--- src/rtl/dsw_pkg.sv ---
package dsw_pkg;

    typedef enum logic [2:0] {
        ST_IDLE   = 3'd0,
        ST_WRITE  = 3'd1,
        ST_MEAS   = 3'd2,
        ST_PICK   = 3'd3,
        ST_REPORT = 3'd4
    } dsw_state_e;

    typedef struct packed {
        logic done;
        logic stable;
    } dsw_verdict_t;

endpackage

--- src/rtl/dsw_window_judge.sv ---
module dsw_window_judge
    import dsw_pkg::*;
#(
    parameter int WIN_LEN = 256,
    parameter int CNT_W   = 10,
    parameter int EXP_TOG = 128,
    parameter int TOL     = 1
) (
    input  logic             clk,
    input  logic             rst_n,
    input  logic             go_i,
    input  logic [CNT_W-1:0] tog_cnt_i,
    output logic             win_clr_o,
    output dsw_verdict_t     verdict_o
);
    localparam int TMR_W = $clog2(WIN_LEN + 1);
    localparam logic [TMR_W-1:0] LAST_T = TMR_W'(WIN_LEN - 1);
    localparam logic [CNT_W:0]   LO_V   = (CNT_W+1)'(EXP_TOG - TOL);
    localparam logic [CNT_W:0]   HI_V   = (CNT_W+1)'(EXP_TOG + TOL);

    typedef struct packed {
        logic             active;
        logic             second;
        logic             first_ok;
        logic [TMR_W-1:0] timer;
        dsw_verdict_t     verdict;
    } judge_t;

    judge_t q, d;
    logic   in_band;

    always_comb begin
        in_band = ({1'b0, tog_cnt_i} >= LO_V) && ({1'b0, tog_cnt_i} <= HI_V);
        d = q;
        d.verdict = '0;
        if (!q.active) begin
            if (go_i) begin
                d.active   = 1'b1;
                d.second   = 1'b0;
                d.first_ok = 1'b0;
                d.timer    = '0;
            end
        end else if (q.timer == LAST_T) begin
            if (!q.second) begin
                d.second   = 1'b1;
                d.first_ok = in_band;
                d.timer    = '0;
            end else begin
                d.active         = 1'b0;
                d.second         = 1'b0;
                d.verdict.done   = 1'b1;
                d.verdict.stable = q.first_ok && in_band;
            end
        end else begin
            d.timer = q.timer + 1'b1;
        end
    end

    always_ff @(posedge clk) begin
        if (!rst_n) q <= '0;
        else        q <= d;
    end

    assign win_clr_o = q.active && (q.timer == '0);
    assign verdict_o = q.verdict;

    assert_clr_gap_R2: assert property (@(posedge clk) disable iff (!rst_n)
        win_clr_o |=> !win_clr_o);
    assert_verdict_single_R2: assert property (@(posedge clk) disable iff (!rst_n)
        verdict_o.done |=> !verdict_o.done);
    assert_no_go_while_active_R2: assert property (@(posedge clk) disable iff (!rst_n)
        (q.active && !(q.second && q.timer == LAST_T)) |=> q.active);

endmodule

--- src/rtl/dsw_run_tracker.sv ---
module dsw_run_tracker #(
    parameter int CODE_W   = 10,
    parameter int CODE_MAX = 639
) (
    input  logic              clk,
    input  logic              rst_n,
    input  logic              clr_i,
    input  logic              upd_i,
    input  logic              stable_i,
    input  logic [CODE_W-1:0] code_i,
    output logic [CODE_W-1:0] sel_code_o
);
    localparam int LEN_W = CODE_W + 1;
    localparam logic [CODE_W-1:0] MID_C   = CODE_W'(CODE_MAX / 2);
    localparam logic [CODE_W-1:0] MAX_C   = CODE_W'(CODE_MAX);
    localparam logic [LEN_W-1:0]  LEN_CAP = LEN_W'(CODE_MAX + 1);

    typedef struct packed {
        logic              in_run;
        logic [CODE_W-1:0] run_start;
        logic [LEN_W-1:0]  run_len;
        logic [CODE_W-1:0] best_start;
        logic [LEN_W-1:0]  best_len;
        logic              saw_bad;
    } trk_t;

    trk_t q, d;

    logic              use_open;
    logic [CODE_W-1:0] pick_start;
    logic [LEN_W-1:0]  pick_len;
    logic [LEN_W-1:0]  mid_sum;

    always_comb begin
        d = q;
        if (clr_i) begin
            d = '0;
        end else if (upd_i) begin
            if (stable_i) begin
                if (q.in_run) begin
                    d.run_len = q.run_len + 1'b1;
                end else begin
                    d.in_run    = 1'b1;
                    d.run_start = code_i;
                    d.run_len   = LEN_W'(1);
                end
            end else begin
                d.saw_bad = 1'b1;
                d.in_run  = 1'b0;
                if (q.in_run && (q.run_len > q.best_len)) begin
                    d.best_start = q.run_start;
                    d.best_len   = q.run_len;
                end
            end
        end
    end

    always_comb begin
        use_open   = q.in_run && (q.run_len > q.best_len);
        pick_start = use_open ? q.run_start : q.best_start;
        pick_len   = use_open ? q.run_len   : q.best_len;
        mid_sum    = {1'b0, pick_start} + ((pick_len - 1'b1) >> 1);
        if (!q.saw_bad || (pick_len == '0)) sel_code_o = MID_C;
        else                                sel_code_o = mid_sum[CODE_W-1:0];
    end

    always_ff @(posedge clk) begin
        if (!rst_n) q <= '0;
        else        q <= d;
    end

    assert_sel_cap_R5: assert property (@(posedge clk) disable iff (!rst_n)
        sel_code_o <= MAX_C);
    assert_run_len_cap_R5: assert property (@(posedge clk) disable iff (!rst_n)
        (q.run_len <= LEN_CAP) && (q.best_len <= LEN_CAP));
    assert_best_grows_R6: assert property (@(posedge clk) disable iff (!rst_n)
        (!clr_i) |=> (q.best_len >= $past(q.best_len)));

endmodule

--- src/rtl/dsw_sweep_ctrl.sv ---
module dsw_sweep_ctrl
    import dsw_pkg::*;
#(
    parameter int CODE_W   = 10,
    parameter int CODE_MAX = 639,
    parameter int WIN_LEN  = 256,
    parameter int CNT_W    = 10,
    parameter int EXP_TOG  = 128,
    parameter int TOL      = 1
) (
    input  logic              clk,
    input  logic              rst_n,
    input  logic              start_i,
    input  logic [CNT_W-1:0]  tog_cnt_i,
    output logic [CODE_W-1:0] code_o,
    output logic              code_wr_o,
    output logic              win_clr_o,
    output logic              busy_o,
    output logic              done_o,
    output logic [CODE_W-1:0] sel_code_o
);
    localparam logic [CODE_W-1:0] MAX_C = CODE_W'(CODE_MAX);

    typedef struct packed {
        dsw_state_e        st;
        logic [CODE_W-1:0] code;
        logic [CODE_W-1:0] sel;
    } ctl_t;

    ctl_t q, d;

    logic              judge_go;
    logic              trk_clr;
    logic              trk_upd;
    dsw_verdict_t      verdict;
    logic [CODE_W-1:0] trk_sel;

    dsw_window_judge #(
        .WIN_LEN (WIN_LEN),
        .CNT_W   (CNT_W),
        .EXP_TOG (EXP_TOG),
        .TOL     (TOL)
    ) u_judge (
        .clk       (clk),
        .rst_n     (rst_n),
        .go_i      (judge_go),
        .tog_cnt_i (tog_cnt_i),
        .win_clr_o (win_clr_o),
        .verdict_o (verdict)
    );

    dsw_run_tracker #(
        .CODE_W   (CODE_W),
        .CODE_MAX (CODE_MAX)
    ) u_tracker (
        .clk        (clk),
        .rst_n      (rst_n),
        .clr_i      (trk_clr),
        .upd_i      (trk_upd),
        .stable_i   (verdict.stable),
        .code_i     (q.code),
        .sel_code_o (trk_sel)
    );

    always_comb begin
        d        = q;
        judge_go = 1'b0;
        trk_clr  = 1'b0;
        trk_upd  = 1'b0;
        unique case (q.st)
            ST_IDLE: begin
                if (start_i) begin
                    trk_clr = 1'b1;
                    d.code  = '0;
                    d.st    = ST_WRITE;
                end
            end
            ST_WRITE: begin
                judge_go = 1'b1;
                d.st     = ST_MEAS;
            end
            ST_MEAS: begin
                if (verdict.done) begin
                    trk_upd = 1'b1;
                    if (q.code == MAX_C) begin
                        d.st = ST_PICK;
                    end else begin
                        d.code = q.code + 1'b1;
                        d.st   = ST_WRITE;
                    end
                end
            end
            ST_PICK: begin
                d.sel  = trk_sel;
                d.code = trk_sel;
                d.st   = ST_REPORT;
            end
            ST_REPORT: d.st = ST_IDLE;
            default:   d.st = ST_IDLE;
        endcase
    end

    always_ff @(posedge clk) begin
        if (!rst_n) begin
            q.st   <= ST_IDLE;
            q.code <= '0;
            q.sel  <= '0;
        end else begin
            q <= d;
        end
    end

    assign code_o     = q.code;
    assign sel_code_o = q.sel;
    assign code_wr_o  = (q.st == ST_WRITE) || (q.st == ST_REPORT);
    assign done_o     = (q.st == ST_REPORT);
    assign busy_o     = (q.st != ST_IDLE);

    assert_code_cap_R1: assert property (@(posedge clk) disable iff (!rst_n)
        code_o <= MAX_C);
    assert_write_step_R1: assert property (@(posedge clk) disable iff (!rst_n)
        (code_wr_o && !done_o) |=> $stable(code_o));
    assert_done_single_R8: assert property (@(posedge clk) disable iff (!rst_n)
        done_o |=> !done_o);
    assert_done_writes_sel_R8: assert property (@(posedge clk) disable iff (!rst_n)
        done_o |-> (code_wr_o && (code_o == sel_code_o)));
    assert_busy_hold_R9: assert property (@(posedge clk) disable iff (!rst_n)
        (busy_o && !done_o) |=> busy_o);
    assert_sel_stable_R8: assert property (@(posedge clk) disable iff (!rst_n)
        !done_o |=> (done_o || $stable(sel_code_o)));

endmodule

--- config.mk ---
export PLATFORM = sky130hd
export DESIGN_NAME = dsw_sweep_ctrl
export DESIGN_NICKNAME = d
export VERILOG_FILES = /design/src/rtl/dsw_pkg.sv /design/src/rtl/dsw_window_judge.sv /design/src/rtl/dsw_run_tracker.sv /design/src/rtl/dsw_sweep_ctrl.sv
export SDC_FILE = /design/constraint.sdc
export NUM_CORES = 1
export LEC_CHECK = 0
export CAP_MARGIN = 30
export CORE_MARGIN = 1
export CORE_UTILIZATION = 50
export CTS_CLUSTER_DIAMETER = 150
export DETAILED_ROUTE_END_ITERATION = 10
export GPL_ROUTABILITY_DRIVEN = 1
export PLACE_DENSITY = 0.76
export RECOVER_POWER = 50
export SLEW_MARGIN = 25
export SYNTH_ARGS = -nofsm -noshare
export SYNTH_HDL_FRONTEND = slang
export SYNTH_SLANG_ARGS = --single-unit
--- constraint.sdc ---
create_clock -name clk -period 6.88 [get_ports clk]
set_input_delay 0.688 -clock clk [delete_from_list [all_inputs] [get_ports clk]]
set_output_delay 0.688 -clock clk [all_outputs]
set_load 0.02 [all_outputs]
==> results of run 1 <==
-- through the flow --
| stage | cell area, sq um | power, mW | util, % | hold WS (ps) |
|---|---|---|---|---|
| global placement | 5120 | 0.564 | 55.1 | 432 |
| CTS | 5370 | 1.00 | 57.8 | 446 |
| global route | 5380 | 1.02 | 57.9 | 480 |
| finish | 5380 | 0.987 | 57.9 | 445 |
| floorplan | 4830 | 0.541 | - | 413 |
| detailed placement | 5120 | 0.566 | 55.1 | 430 |
-- critical path, delay by kind of cell, from the launching register on --
kind | cells | cell delay [ps]
xor+xnor | 1 | 160
compound gates | 10 | 2270
fa+ha+maj | 3 | 840
simple gates | 5 | 1370
flops | 1 | 560
-- power by group through the flow --
stage	Combinational (mW)	Sequential, mW	Clock [mW]
after floorplan	0.0512	0.490	0
after global placement	0.0695	0.495	0
after detailed placement	0.0714	0.495	0
after CTS	0.0719	0.484	0.445
after global routing	0.0767	0.485	0.461
final	0.0701	0.484	0.433
-- worst paths after layout --
kind,start,end,slack (ps),depth (start not counted)
hold reg to reg,u_judge.q[11],u_judge.verdict_o[0],440,2
hold / removal,u_judge.q[11],u_judge.verdict_o[0],440,2
setup / recovery,u_tracker.q[24],code_o[9],1620,19
setup reg to reg,u_tracker.q[24],code_o[9],1620,19
-- flip-flops by register name, summed over array words and instances (netlist names) --
register and count:
code_o 10, q 3, sel_code_o 10, u_judge.q 12, u_judge.verdict_o 2, u_tracker.q 44
-- Yosys cell counts, types with 3 or more instances --
master	instances
a2111o_1	3
a21oi_1	76
a22oi_1	5
a31oi_1	5
and3_1	9
buf_2	3
buf_4	20
clkbuf_1	24
dfxtp_1	81
ha_1	25
inv_1	22
mux2_2	9
mux2i_1	3
nand2_1	106
nand2b_1	7
nand3_1	22
nand3b_1	3
nand4_1	11
nor2_1	52
nor2b_1	6
nor3_1	12
nor3b_1	4
nor4_1	5
o211ai_1	3
o21a_1	4
o21ai_0	38
o31a_1	3
or2_2	3
or3_1	8
xnor2_1	18
xor2_1	12
-- logic make-up after synthesis --
logic type / count (synthesis)
xor gates and xnor gates: 30
DFF: 81
adders and majority gates: 26
buffers and inverters: 69
AOI/OAI and AO/OA: 156
muxes: 12
and+or+nand+nor: 257
-- area by class of cell --
type                    instances  area, sq um  area share, %
flip-flops and latches         81         1620           30.1
repair buffers                 40          392           7.28
inverters                      22         82.6           1.54
multi-input cells             481         2870           53.4
clock inverters                 7          124           2.30
well taps                     129          161           3.00
clock buffers                   9          124           2.30
-- per-layer routing --
| metal | up-vias | wire (um) |
|---|---|---|
| met5 | - | 0 |
| met3 | 12 | 728 |
| met4 | 0 | 138 |
| li1 | 2201 | - |
| met1 | 2092 | 5510 |
| met2 | 132 | 5660 |
==> results_dict.tcl, run 1 <==
set metrics [dict create \
    outcome "finished clean" \
    path_clk_slew_ps 90 \
    io_buffers 36 \
    detailedRoute.firstIterationViolations 238 \
    start_kind "flip-flop" \
    grt_start_max_net_pins 30 \
    std_cell_rows 35 \
    ctsResizeCount 0 \
    dieArea_sq_um 10100 \
    grtUsageMet3_pct 5.01 \
    htreeDepth 3 \
    finalHoldViolCount 0 \
    synth_top_family_by_area "simple AND/OR/NAND/NOR gates" \
    fp.dieH_um 100 \
    path_cells "ha_1, a21oi_1, a211oi_2, a2111oi_4, nor2_1, a21oi_1, ha_1, nor3b_1, nand2_1, xnor2_1, nand2_1, o21ai_0, ha_1, or4_1, o22ai_1, o21ai_0, a21o_1, a2111o_1, o211ai_1" \
    post_synth_and_or_nand_nor_area_fraction_pct 24.9 \
    clk_latency_ps 370 \
    synth_enable_flop_cells 0 \
    drv_slew 0 \
    post_route_ant_nets 0 \
    post-route-drc-count 0 \
    cellInternalPower_uw 747 \
    power.share.combinational_pct 7.1 \
    seq_power_share_pct 49.0 \
    cts-hold-fix-buffers 0 \
    crit_path_end_kind "flip-flop" \
    power.ir.vdd_worst_uv 115 \
    totalNegativeSetupSlack_ps 0 \
    final.fill_count 872 \
    detail_route.wirelength_um 12000 \
    layout.cells.most_common_list "nand2_1 (106), dfxtp_1 (81), a21oi_1 (76), nor2_1 (52), o21ai_0 (39)" \
    synth_ff_type "dfxtp_1" \
    finalCriticalPeriod_ps 5260 \
    post-synth-top-area-fraction_pct 33.6 \
    synth_cell_types 56 \
    mostFrequentLayoutCell "nand2_1" \
    io-pin-count 37 \
    synth_fp_nets 670 \
    postSynthRegisterBits 81 \
    drive_above_1_share_pct 5.78 \
    power.leakage_nw 1.93 \
    area_delta_synth_final_pct 11.4 \
    gr-usage-all-layers_pct 25.4 \
    grt_antenna_before_repair 0 \
    cts_max_path_buffers 2 \
    design.final.nets 674 \
    net-switching-power_uw 240 \
    synth_xor_area_share_pct 5.44 \
    yosys.area.top_type "dfxtp_1" \
    inserted_clock_buffers 9 \
    number_of_maximum_capacitance_constraint_violations 0 \
    critical-path-max-stage-delay_ps 560 \
    multiplexer_share_of_the_synthesized_area_pct 2.72 \
    timing.final.setup_violations 0 \
    power.density_nw_per_um2 184 \
    place_hpwl_um 8660 \
    yosysWarningCount 0 \
    synthCells 631 \
    critical-path-slowest-cell "dfxtp_1" \
    final.setup_skew_ps 11.2 \
    pwr-share-clk_pct 43.9 \
    gpl.final_weighted_congestion 0.952 \
    synth_fa_ha_area_share_pct 6.89 \
    routed_via_density 5.77 \
    max-slew-margin-rel_pct 26.4 \
    path_max_fanout 11 \
    syn_avg_cell_area_sq_um 7.65 \
    placeableCoreArea_sq_um 9280 \
    synth_compound_area_share_pct 19.4 \
    tritoncts "built" \
    asyncSetResetFlopFracSynth_pct 0 \
    met1_usage_pct 34.2 \
    ws_path_type "reg2reg" \
    fmax_ghz 0.190 \
    tritoncts_sink_count 81 \
    grt_pass1_vias 4146 \
    place_ws_ps 1760 \
    diodes 0 \
    worst_path_most_repeated_cell "ha_1" \
    stdcell_count 769 \
    grt_most_used_layer "met2" \
    grt_first_pass_wirelength_um 20200 \
    detail_route.wl_per_cell_um 15.7 \
    post_route_worst_setup_slack_ps 1620 \
    post-place-cells 751 \
    timing.final.crit_share_pct 76.5 \
    post_cts.repair.setup_buffers 0 \
    grtUsageMet2_pct 41.4 \
    synth_seq_area_share_pct 33.6 \
    globalRouteOverflowTotal 0 \
    worst_pin_slew_ps 1100 \
    rsz0062_at_grt "false" \
    crit_arrival_ps 5550 \
    swShare_pct 24.3 \
    ys_top_cells_by_area "dfxtp_1 (34%), nand2_1 (8.2%), a21oi_1 (7.9%)" \
    required_ps 7170 \
    clock_tree.root_cell "clkbuf_8" \
    count_of_tritonroute_iterations_in_the_first_routing_pass 5 \
    syn-cell-area_sq_um 4830 \
    fp.dieW_um 100 \
    hold_path.class "reg2reg" \
    routed-via-count 4437 \
    initial_utilization_pct 52.0 \
]
Note: power is estimated with default switching activity, not from simulation.
==> run 2, diff against run 1 <==
Clock period 6.88 ns to 5.4 ns, I/O delays scaled along.
==> run 2 against run 1 <==
Combinational power grew 25%. Fmax rose by 6.7%. Die area is the same. Power grew 18%. Sequential share of layout area is 0.21 points higher. Clock power grew 6.7%. Largest power group unchanged.
==> results_dict.tcl, run 2 (same netlist as run 1, synthesis figures left out) <==
set metrics [dict create \
    dieArea_sq_um 10100 \
    rsz0062_at_grt "false" \
    detail_route.wirelength_um 12100 \
    gpl.final_weighted_congestion 0.928 \
    crit_path_start "u_tracker.q[24]" \
    tritoncts_sink_count 81 \
    path_max_fanout 11 \
    post_route_worst_setup_slack_ps 467 \
    reg.largest.list "u_tracker.q: 44 flops, u_judge.q: 12 flops" \
    max-slew-margin-rel_pct 28.5 \
    clk_latency_ps 370 \
    required_ps 5690 \
    finalHoldViolCount 0 \
    routed-via-count 4390 \
    finalCriticalPeriod_ps 4930 \
    placeableCoreArea_sq_um 9280 \
    drv_slew 0 \
    worst-r2r-cell-count 19 \
    io-pin-count 37 \
    mostFrequentLayoutCell "nand2_1" \
    layout.cells.most_common_list "nand2_1 (105), dfxtp_1 (81), a21oi_1 (76), nor2_1 (52), o21ai_0 (38)" \
    fp.dieH_um 100 \
    grt_pass1_vias 4103 \
    fp.dieW_um 100 \
    worst_pin_slew_ps 1070 \
    place_hpwl_um 8720 \
    setup.worst_path.end "code_o[9]" \
    power.density_nw_per_um2 219 \
    power.ir.vdd_worst_uv 200 \
    largest-register "u_tracker.q" \
    pwr-share-clk_pct 39.6 \
    crit_path_end_kind "flip-flop" \
    grt_start_max_net_pins 35 \
    count_of_tritonroute_iterations_in_the_first_routing_pass 4 \
    post-place-cells 753 \
    cellInternalPower_uw 857 \
    timing.final.crit_share_pct 91.4 \
    stdcell_count 770 \
    diodes 0 \
    post-route-drc-count 0 \
    timing.final.setup_violations 0 \
    path_clk_slew_ps 90 \
    fmax_ghz 0.203 \
    timing.rr.end "code_o[9]" \
    globalRouteOverflowTotal 0 \
    final.fill_count 892 \
    htreeDepth 3 \
    largest_register_ffs 44 \
    outcome "finished clean" \
    start_kind "flip-flop" \
    design.final.nets 675 \
    crit_arrival_ps 5220 \
    io_buffers 36 \
    inserted_clock_buffers 9 \
    regToRegStartpoint "u_tracker.q[24]" \
    hold_path.class "reg2reg" \
    number_of_maximum_capacitance_constraint_violations 0 \
    net-switching-power_uw 311 \
    whs_ps 442 \
    gr-usage-all-layers_pct 25.4 \
    routed_via_density 5.70 \
    totalNegativeSetupSlack_ps 0 \
    post_route_ant_nets 0 \
    grt_first_pass_wirelength_um 20200 \
    seq_power_share_pct 52.9 \
    tritoncts "built" \
    final.setup_skew_ps 6.91 \
    grt_antenna_before_repair 0 \
    area_delta_synth_final_pct 10.7 \
    ws_path_type "reg2reg" \
    place_ws_ps 385 \
    cts-hold-fix-buffers 0 \
    power.share.combinational_pct 7.5 \
    power.leakage_nw 1.92 \
    clock_tree.root_cell "clkbuf_8" \
    detail_route.wl_per_cell_um 15.7 \
    drive_above_1_share_pct 6.40 \
    std_cell_rows 35 \
    initial_utilization_pct 52.0 \
    detailedRoute.firstIterationViolations 260 \
    cts_max_path_buffers 2 \
    swShare_pct 26.6 \
    timing.reg2reg.setup_slack_ps 470 \
]
-- run 2: critical path: stages, from the launching register on --
cell	delay [ps]
dfxtp_1	560
ha_1	340
a21oi_1	220
a211oi_2	140
a2111oi_4	520
nor2_1	180
a21oi_1	190
ha_1	260
nor3b_2	300
nand2_1	140
xnor2_1	140
nand2_1	60
o21ai_0	90
ha_1	250
or4_1	420
o22ai_1	200
o21ai_0	160
a21o_1	190
a2111o_1	420
o211ai_1	80
-- run 2: layer usage --
layer | routed length [um] | global-route usage [%] | vias up
met3 | 547 | 4.67 | 29
met4 | 300 | 9.36 | 0
met1 | 5710 | 33.9 | 2051
met2 | 5510 | 40.9 | 108
met5 | 0 | 0 | -
li1 | - | - | 2202
-- run 2: how the worst min path moves through the flow --
stage,startpoint,endpoint,depth (start not counted)
global route,sel_code_o[6],sel_code_o[6],2
floorplan,u_judge.q[11],u_judge.verdict_o[0],2
CTS,u_judge.q[11],u_judge.verdict_o[0],2
global placement,u_judge.q[11],u_judge.verdict_o[0],2
finish,u_judge.q[11],u_judge.verdict_o[0],2
detailed placement,u_judge.q[11],u_judge.verdict_o[0],2
-- run 2: cell type report --
type | count | area [sq um] | area share (%)
Multi-Input combinational cell | 481 | 2880 | 53.9
Sequential cell | 81 | 1620 | 30.4
Timing Repair Buffer | 41 | 394 | 7.38
Tap cell | 129 | 161 | 3.02
Clock buffer | 9 | 124 | 2.32
Inverter | 22 | 82.6 | 1.55
Clock inverter | 7 | 76.3 | 1.43
-- run 2: through the flow --
step                util (%)  power, mW  cell area [sq um]
floorplan                  -      0.689               4830
detailed placement      55.3      0.721               5140
finish                  57.5       1.17               5340
global placement        55.3      0.718               5130
CTS                     57.5       1.18               5340
global route            57.5       1.21               5340
-- run 2: power by group through the flow --
stage	sequential [mW]	combinational, mW	clock, mW
floorplan	0.624	0.0652	0
global placement	0.630	0.0877	0
detailed placement	0.631	0.0900	0
CTS	0.617	0.0905	0.470
global route	0.619	0.0960	0.497
finish	0.617	0.0879	0.462
-- run 2: repair_timing --
action / 4_1_cts / 5_1_grt
resized for setup: 0 / 1
setup endpoints to repair: 0 / 2
setup buffers: 0 / 0
hold endpoints to repair: 0 / 0
==> run 3, diff against run 2 <==
Settings changed: DONT_BUFFER_PORTS set to 1, PLACE_DENSITY 0.76 to 0.71.
==> run 3 against run 2 <==
Clock-buffer cell count unchanged. Clock power rose by 20%. Final cell count down 3.9%. Routed wire length shrank 3.3%. Register-to-register slack got worse by 50 ps. Critical path type unchanged. Highest routed layer unchanged.
==> results_dict.tcl, run 3 (same netlist as run 1, synthesis figures left out) <==
set metrics [dict create \
    outcome "finished clean" \
    drive_above_1_share_pct 7.86 \
    largest_register_ffs 44 \
    number_of_maximum_capacitance_constraint_violations 0 \
    diodes 0 \
    finalHoldViolCount 0 \
    post_route_ant_nets 0 \
    design_area_sq_um 5070 \
    timing.final.setup_violations 0 \
    highest-signal-layer "met4" \
    placeableCoreArea_sq_um 9280 \
    grt_antenna_before_repair 0 \
    reg.largest.list "u_tracker.q: 44 flops, u_judge.q: 12 flops" \
    htreeDepth 3 \
    inserted_clock_buffers 9 \
    grt_first_pass_wirelength_um 19500 \
    timing.reg2reg.setup_slack_ps 410 \
    design.final.nets 645 \
    io-pin-count 37 \
    initial_utilization_pct 52.0 \
    routed-via-count 4288 \
    whs_ps 321 \
    fmax_ghz 0.201 \
    layout.cells.most_common_list "nand2_1 (105), dfxtp_1 (81), a21oi_1 (76), nor2_1 (52), o21ai_0 (38)" \
    clock_tree.root_cell "clkbuf_8" \
    detailedRoute.firstIterationViolations 228 \
    worst-r2r-cell-count 20 \
    area_delta_synth_final_pct 5.11 \
    detail_route.wirelength.met1_um 5380 \
    tritoncts_sink_count 81 \
    place_hpwl_um 8580 \
    crit_arrival_ps 5270 \
    power.density_nw_per_um2 244 \
    worst_hold_path.endpoint "code_o[6]" \
    path_max_fanout 7 \
    crit_path_end_kind "flip-flop" \
    cellInternalPower_uw 934 \
    dr_wl_met2_um 5440 \
    totalNegativeSetupSlack_ps 0 \
    power.ir.vdd_worst_uv 177 \
    pwr-share-clk_pct 44.8 \
    rsz0062_at_grt "false" \
    grt_start_max_net_pins 35 \
    largest-register "u_tracker.q" \
    postPlaceCellArea_sq_um 4810 \
    power.leakage_nw 1.77 \
    path_clk_slew_ps 100 \
    count_of_tritonroute_iterations_in_the_first_routing_pass 5 \
    gr-usage-all-layers_pct 24.7 \
    finalCriticalPeriod_ps 4990 \
    clk_latency_ps 370 \
    max-slew-margin-rel_pct 31.6 \
    power.share.combinational_pct 4.8 \
    post-route-drc-count 0 \
    timing.hold.worst.start "rst_n" \
    std_cell_rows 35 \
    worst_pin_slew_ps 1020 \
    net-switching-power_uw 303 \
    fp.dieH_um 100 \
    holdPathStages 2 \
    timing.rr.end "code_o[9]" \
    io_buffers 0 \
    detail_route.wirelength_um 11700 \
    fp.dieW_um 100 \
    cts_max_path_buffers 2 \
    start_kind "flip-flop" \
    wl_met3_um 677 \
    mostFrequentLayoutCell "nand2_1" \
    tritoncts "built" \
    drv_slew 0 \
    routed_via_density 5.79 \
    swShare_pct 24.5 \
    crit_path_start "u_tracker.q[6]" \
    gpl.final_weighted_congestion 0.893 \
    final.setup_skew_ps 14.8 \
    regToRegStartpoint "u_tracker.q[6]" \
    required_ps 5680 \
    timing.final.crit_share_pct 92.3 \
    hold_path.class "in2reg" \
    globalRouteOverflowTotal 0 \
    seq_power_share_pct 50.4 \
    detail_route.wl_per_cell_um 15.8 \
    ws_path_type "reg2reg" \
    dieArea_sq_um 10100 \
    grt_pass1_vias 3942 \
]
[run 3: changes by cell type in the layout (fill, tap and decap cells not counted), sizes merged]
cell and delta:
bufinv +2, inv -1, clkinv -1, dlygate4sd3 -25, clkbuf -1, clkdlybuf4s50 -11
buf +7
[run 3: routing by layer]
layer	vias up	track usage [%]
met5	-	0
met4	0	8.03
li1	2154	-
met2	114	38.5
met3	16	5.15
met1	2004	34.1
[run 3: worst max-delay path: stages, from the launching register on]
cell and delay (ps):
dfxtp_1 440, inv_1 70, ha_1 300, nand4_1 220, a211oi_2 370, a2111oi_4 130
nor2_1 350, nor2_1 70, a21oi_1 140, ha_1 260, nand2b_1 120, nor4_1 420
xnor2_1 190, o21ai_0 120, ha_1 250, or4_1 410, o22ai_1 190, o21ai_1 150
a21o_1 190, a2111o_1 420, o211ai_1 80
[run 3: cell type report]
type / count / area, sq um
Fill cell: 915 / 4210
Multi-Input combinational cell: 481 / 2880
Sequential cell: 81 / 1620
Tap cell: 129 / 161
Clock inverter: 7 / 126
Clock buffer: 9 / 124
Timing Repair Buffer: 11 / 82.6
Inverter: 22 / 82.6
[run 3: stage by stage]
| step | utilization [%] | setup slack, ps | instances | total power, mW |
|---|---|---|---|---|
| 3_5_place_dp | 51.8 | 370 | 722 | 0.697 |
| 6_report | 54.6 | 413 | 740 | 1.24 |
| 2_1_floorplan | - | 586 | 631 | 0.689 |
| 3_3_place_gp | 51.8 | 514 | 722 | 0.695 |
| 4_1_cts | 54.5 | 307 | 738 | 1.25 |
| 5_1_grt | 54.6 | 25.5 | 740 | 1.28 |
[run 3: power groups by stage]
| stage | combinational [mW] | clock (mW) | sequential (mW) |
|---|---|---|---|
| final | 0.0592 | 0.554 | 0.624 |
| after global routing | 0.0667 | 0.589 | 0.626 |
| after CTS | 0.0597 | 0.565 | 0.624 |
| after detailed placement | 0.0595 | 0 | 0.638 |
| after global placement | 0.0570 | 0 | 0.638 |
| after floorplan | 0.0652 | 0 | 0.624 |
[run 3: repair_timing]
item | in CTS | in global routing
setup buffers | 0 | 2
hold buffers | 0 | 0
endpoints found under the setup margin | 0 | 2
resized for setup | 0 | 2
[run 3: worst max-delay path by stage]
stage                endpoint  slack, ps  depth (start not counted)
CTS                 code_o[9]        310                         19
global route        code_o[9]         30                         19
global placement    code_o[9]        510                         19
finish              code_o[9]        410                         20
floorplan           code_o[9]        590                         22
detailed placement  code_o[9]        370                         19
